### config.mk
export PLATFORM = sky130hd
export DESIGN_NAME = pwm_timebase
export DESIGN_NICKNAME = d
export VERILOG_FILES = /design/src/rtl/pwm_tb_pkg.sv /design/src/rtl/pwm_sync_edge.sv /design/src/rtl/pwm_phase_ctrl.sv /design/src/rtl/pwm_timebase.sv
export SDC_FILE = /design/constraint.sdc
export NUM_CORES = 1
export LEC_CHECK = 0
export BUFFER_PORTS_ARGS = -buffer_cell sky130_fd_sc_hd__buf_2
export CAP_MARGIN = 20
export CORE_MARGIN = 2
export CORE_UTILIZATION = 55
export DETAILED_ROUTE_END_ITERATION = 10
export PLACE_DENSITY = 0.82
export SLEW_MARGIN = 30
export SYNTH_ARGS = -nofsm -noshare
export SYNTH_HDL_FRONTEND = slang
export SYNTH_SLANG_ARGS = --single-unit
export TNS_END_PERCENT = 5
### constraint.sdc
create_clock -name clk -period 2.95 [get_ports clk]
set_clock_uncertainty 0.1 [all_clocks]
set_input_delay 0.4425 -clock clk [delete_from_list [all_inputs] [get_ports clk]]
set_output_delay 0.4425 -clock clk [all_outputs]
set_load 0.01 [all_outputs]
### src/rtl/pwm_tb_pkg.sv
package pwm_tb_pkg;

    typedef enum logic {
        PH_RAMP = 1'b0,
        PH_DEAD = 1'b1
    } phase_e;

    localparam int unsigned DEF_CNT_W = 8;

endpackage

### src/rtl/pwm_sync_edge.sv
module pwm_sync_edge (
    input  logic clk,
    input  logic rst_n,
    input  logic sync_in,
    output logic rise
);
    typedef struct packed {
        logic prev;
    } edge_state_t;

    edge_state_t st_d, st_q;

    always_comb begin
        st_d      = st_q;
        st_d.prev = sync_in;
    end

    always_ff @(posedge clk or negedge rst_n) begin
        if (!rst_n) st_q <= '0;
        else        st_q <= st_d;
    end

    assign rise = sync_in && !st_q.prev;


    held_level_no_edge_chk: assert property (@(posedge clk) disable iff (!rst_n)
        $past(sync_in) && sync_in |-> !rise);
endmodule

### src/rtl/pwm_phase_ctrl.sv
module pwm_phase_ctrl
    import pwm_tb_pkg::*;
#(
    parameter int unsigned CNT_W = DEF_CNT_W
) (
    input  logic             clk,
    input  logic             rst_n,
    input  logic             enable,
    input  logic [CNT_W-1:0] ramp_len,
    input  logic [CNT_W-1:0] dead_len,
    input  logic             cut,
    output logic             strobe,
    output logic [CNT_W-1:0] count
);
    localparam logic [CNT_W-1:0] ONE = CNT_W'(1);

    typedef struct packed {
        phase_e           phase;
        logic [CNT_W-1:0] cnt;
    } ctrl_state_t;

    ctrl_state_t st_d, st_q;
    logic [CNT_W-1:0] dead_last, ramp_last;

    function automatic logic [CNT_W-1:0] last_index(input logic [CNT_W-1:0] len);
        return (len == '0) ? '0 : len - ONE;
    endfunction

    always_comb begin
        dead_last = last_index(dead_len);
        ramp_last = last_index(ramp_len);
        st_d      = st_q;
        if (!enable) begin
            st_d.phase = PH_DEAD;
            st_d.cnt   = '0;
        end else if (st_q.phase == PH_DEAD) begin
            if (st_q.cnt >= dead_last) begin
                st_d.phase = PH_RAMP;
                st_d.cnt   = '0;
            end else begin
                st_d.cnt = st_q.cnt + ONE;
            end
        end else begin
            if (cut || st_q.cnt >= ramp_last) begin
                st_d.phase = PH_DEAD;
                st_d.cnt   = '0;
            end else begin
                st_d.cnt = st_q.cnt + ONE;
            end
        end
    end

    always_ff @(posedge clk or negedge rst_n) begin
        if (!rst_n) begin
            st_q.phase <= PH_DEAD;
            st_q.cnt   <= '0;
        end else begin
            st_q <= st_d;
        end
    end

    assign strobe = (st_q.phase == PH_DEAD);
    assign count  = strobe ? '0 : st_q.cnt;


    hold_dead_when_off_chk: assert property (@(posedge clk) disable iff (!rst_n)
        !enable |=> strobe && count == '0);


    sync_cut_ends_ramp_chk: assert property (@(posedge clk) disable iff (!rst_n)
        enable && cut && !strobe |=> strobe);


    ramp_steps_by_one_chk: assert property (@(posedge clk) disable iff (!rst_n)
        enable && !cut && !strobe |=> strobe || count == $past(count) + ONE);


    ramp_starts_at_zero_chk: assert property (@(posedge clk) disable iff (!rst_n)
        $fell(strobe) |-> count == '0);


    min_dead_len_chk: assert property (@(posedge clk) disable iff (!rst_n)
        enable && dead_len == '0 && $rose(strobe) && $stable(dead_len) |=> !strobe || !enable);
endmodule

### src/rtl/pwm_timebase.sv
module pwm_timebase
    import pwm_tb_pkg::*;
#(
    parameter int unsigned CNT_W = DEF_CNT_W
) (
    input  logic             clk,
    input  logic             rst_n,
    input  logic             enable,
    input  logic [CNT_W-1:0] ramp_len,
    input  logic [CNT_W-1:0] dead_len,
    input  logic             sync_in,
    output logic             sync_out,
    output logic             clk_strobe,
    output logic [CNT_W-1:0] ramp_cnt
);
    logic sync_rise;

    pwm_sync_edge u_edge (
        .clk     (clk),
        .rst_n   (rst_n),
        .sync_in (sync_in),
        .rise    (sync_rise)
    );

    pwm_phase_ctrl #(.CNT_W(CNT_W)) u_ctrl (
        .clk      (clk),
        .rst_n    (rst_n),
        .enable   (enable),
        .ramp_len (ramp_len),
        .dead_len (dead_len),
        .cut      (sync_rise),
        .strobe   (clk_strobe),
        .count    (ramp_cnt)
    );

    assign sync_out = clk_strobe;


    sync_mirrors_strobe_chk: assert property (@(posedge clk) disable iff (!rst_n)
        sync_out == clk_strobe);
endmodule

# After elaboration in Yosys (flattened, before gate mapping)
# Cells that the tools add are included.
dict set report totals {
  regBits 10
  in_bits 20
  out_inout_bits 10
  elab_cells 22
}
dict set report classes {
  add_sub_neg 3
  n_lt_le_gt_ge 2
  muxes 9
  reduce_logical 5
}
# operator count
set ops {}
lappend ops {{two-way mux 8 bit} 5}
lappend ops {{two-way mux 9 bit} 2}
lappend ops {{greater-or-equal comparator 8 bit} 2}
lappend ops {{logical NOT 8 bit} 2}
lappend ops {{subtractor 8 x 1 -> 8 bit (second input constant)} 2}
lappend ops {{adder 8 x 1 -> 8 bit (second input constant)} 1}
lappend ops {{two-way mux 1 bit} 2}
lappend ops {{logical AND 1 bit} 1}
lappend ops {{logical NOT 1 bit} 1}
lappend ops {{logical OR 1 bit} 1}

# Longest topological paths before layout
dict set report logic_depth {
  word_depth 7
  mapped_depth 12
  ltp_nobuf 12
}

# Hierarchy
# Synthesis repeated with hierarchy kept, for this count alone.
dict set report unflattened {
  hier_cells 134
  hier_area_um2 1226.2
}
# mod instances cells_per_inst area_each_um2 seq_area_each_um2
set modules_own_cells {}
lappend modules_own_cells {pwm_phase_ctrl 1 131 1179.9 226.5}
lappend modules_own_cells {pwm_sync_edge 1 2 38.8 25.0}
lappend modules_own_cells {pwm_timebase 1 1 7.5 0.0}

# Least setup slack after synthesis
# OpenSTA, ideal clock, no wires.
dict set report synth_path {
  kind {input -> register}
  start {input dead_len[0]}
  end {register u_ctrl.st_q[2] in the netlist's numbering}
  setup_time_ps 128
  arrival_time_ps 2434
  required_ps 2722
  setup_slack_ps 288
  cell_stages 11
  n_path_buf 0
  cell_sequence {inv_1 ha_1 nor2b_2 nand3b_1 or3_4 and2_1 ha_1 o211ai_1 a211o_1 a31oi_4 nor2_1}
}
# item line_no
set synth_lines {}
lappend synth_lines {{start, declared} pwm_timebase.sv:10} ;# input logic [CNT_W-1:0] dead_len,
lappend synth_lines {{end signal, assigned} pwm_phase_ctrl.sv:58} ;# st_q <= st_d;
lappend synth_lines {{end, declared} pwm_phase_ctrl.sv:22} ;# ctrl_state_t st_d, st_q;

==> out/metrics.cfg <==
[power_and_ir_drop]
p_leak_uw=0.000712
cellPowerDensity_nw_per_um2=271
vdd_drop_max_v=0.000171

[clock_network]
clkLatencyLatePin_ps=280
cts-resized-gates=0
clockRootBuffer=clkbuf_4
cts_tree=yes
cts.sinks=10
cts_setup_buffers=0
clockBufferDepth=2
numCtsBuffers=3
clk_pin_slew_worst_paths_ps=60
h-tree-depth=1

[placed_design]
gp_congestion=0.801
numPortBuffers=29
detailed_place.area_um2=1360
dp_hpwl_um=2160

[synthesis]
synth_cells=139
yosys_warnings=0
yosys.area_share.simple_pct=32.5
synth_nets=178
synth_xor_area_share_pct=8.05
async_flop_share_pct=100
synth_top_family_by_area=simple AND/OR/NAND/NOR gates
yosysSeqAreaShare_pct=21.0
synth_area_um2=1200
synthFlopType=dfrtp_1
synthAdderAreaFrac_pct=19.9
synth_compound_gate_area_share_pct=13.1
synth.area.mux_share_pct=1.67
synth_cell_type_count=40
synth-edff-count=0
ys_ff_latch=10
syn_area_per_cell_um2=8.61

[timing]
fin_crit_sh_pct=90.6
worst_pin_slew_ps=391
slew_headroom_pct=73.8
rsz0062_at_grt=false
max_freq_mhz=374
slew_violations=0
whs_ps=193
final-hold-violation-count=0
period_minus_slack_ps=2670
setup-violations-final=0

[floorplan]
fp.dieW_um=50.6
die_h_um=50.6
ios=30
start_util_pct=59.7
row_count=16
core_area_um2=2000
die_area_um2=2560

[route]
drtAntennaViolNets=0
viasPerCell=5.56
route.detailed.drc=0
dr_total_vias=1107
top_layer_used=met4
wl_per_cell_um=13.1
drt-pass1-iter-count=4
finalWirelength_um=2610
wl_met1_um=1030
first_iter_violations=15
met2_length_um=1340
met3WireLength_um=187

[global_routing]
grt_pass1_wl_um=4440
grt_pass1_vias=1080
track_usage_pct=23.1
grt_max_degree=13
antenna_found_initial=0
grt-ovfl-total=0

[critical_path]
slowest_delay_ps=350
crit_arrival_ps=2720
crit_fanout=8
slowest_stage=a211o_1
worstPathCellList=buf_2 -> inv_1 -> ha_1 -> nor2b_2 -> nand3b_1 -> or3_4 -> and2_1 -> ha_1 -> o211ai_1 -> a211o_1 -> a31oi_4 -> nor2_1
worstSetupPathType=input pin to register
end_kind=register
start_kind=input pin
crit_required_ps=3000
crit_top_cell=ha_1

[cells_and_area]
multi_input_area_um2=900
fin_nets=212
areaGrowthSynthToFinish_pct=17.9
layout_common_cells=buf_2 (29), ha_1 (19), nor2_1 (18), nand2_1 (14), dfrtp_1 (9)
antenna_cells=0
fin_area_um2=1410
ff_latch_area_um2=251
fillers=171
layout_commonest_cell=buf_2
layout-drive-gt1-share_pct=31.4

[status]
status=completed

[min_path]
holdCritPathClass=input pin to register

[flow_run]
cap_violations=0

## registers in the layout (all words and copies together), names as in the netlist
register	cells
u_edge.st_q	1
u_ctrl.strobe	1
u_ctrl.st_q	8
## synth_stat cells (all sizes together), types with 5 or more instances
cell type | number | area share, %
dfrtp | 9 | 19
a21oi | 6 | 2.5
nor3 | 6 | 2.9
nor2 | 19 | 6.2
nand2 | 14 | 4.4
and2b | 7 | 5.1
ha | 19 | 20
xor2 | 8 | 5.9
nand3 | 5 | 2.5
inv | 7 | 2.2
nor2b | 7 | 4.1
## power breakdown
group          internal [uW]  switching [uW]
Combinational           48.5            55.3
Clock                   75.1            51.9
Sequential               143            8.71
Total                    266             116
## final cells by class
| type | instances | share of cell area (%) |
|---|---|---|
| Clock buffer | 4 | 2.57 |
| Multi-Input combinational cell | 120 | 63.8 |
| Timing Repair Buffer | 31 | 11.5 |
| Tap cell | 27 | 2.40 |
| Sequential cell | 10 | 17.8 |
| Inverter | 7 | 1.86 |
## path summary, 6_finish.rpt
kind	start	to	slack [ps]	depth (start not counted)
setup / recovery	dead_len[0]	u_ctrl.st_q[3]	280	12
hold / removal	sync_in	u_edge.st_q	190	1
min in group asynchronous	rst_n	u_ctrl.st_q[6]	440	2
setup reg to reg	u_ctrl.st_q[0]	u_ctrl.st_q[3]	1030	7
max in group asynchronous	rst_n	u_ctrl.strobe	2050	2
hold reg to reg	u_ctrl.st_q[0]	u_ctrl.st_q[0]	430	1
## critical path: cells and delay by family
family | cells | cell delay [ps]
AND/OR/NAND/NOR | 5 | 930
AO/OA/AOI/OAI | 3 | 740
adder cells (fa/ha/maj) | 2 | 430
buffers and inverters | 2 | 160
## per-layer routing
layer,GRT usage [%],vias up
met3,2.98,9
met1,26.2,494
met2,43.4,53
met5,0,-
li1,-,551
met4,9.01,0
## per-stage QoR
stage	util [%]	instances	worst slack, ps	power, uW	setup TNS (ps)
final	70.4	199	277	382	0
after global routing	70.4	199	129	406	0
after CTS	70.4	199	274	385	0
after detailed placement	68.1	194	-11.1	257	-33.7
after global placement	68.1	194	123	250	0
after floorplan	-	139	288	218	0
## timing repair
action / 4_1_cts / 5_1_grt
setup endpoints to repair: 0 / 0
hold buffers: 1 / 0
endpoints found under the hold margin: 9 / 0
## logic make-up (layout without fill, tap and decap cells)
| logic type | Yosys count | after routing |
|---|---|---|
| buf+inv | 9 | 42 |
| xor+xnor | 11 | 11 |
| fa+ha+maj | 19 | 19 |
| simple gates | 69 | 69 |
| compound gates | 19 | 19 |
| flops | 10 | 10 |
| mux | 2 | 2 |
Note: power is estimated with default switching activity, not from simulation.
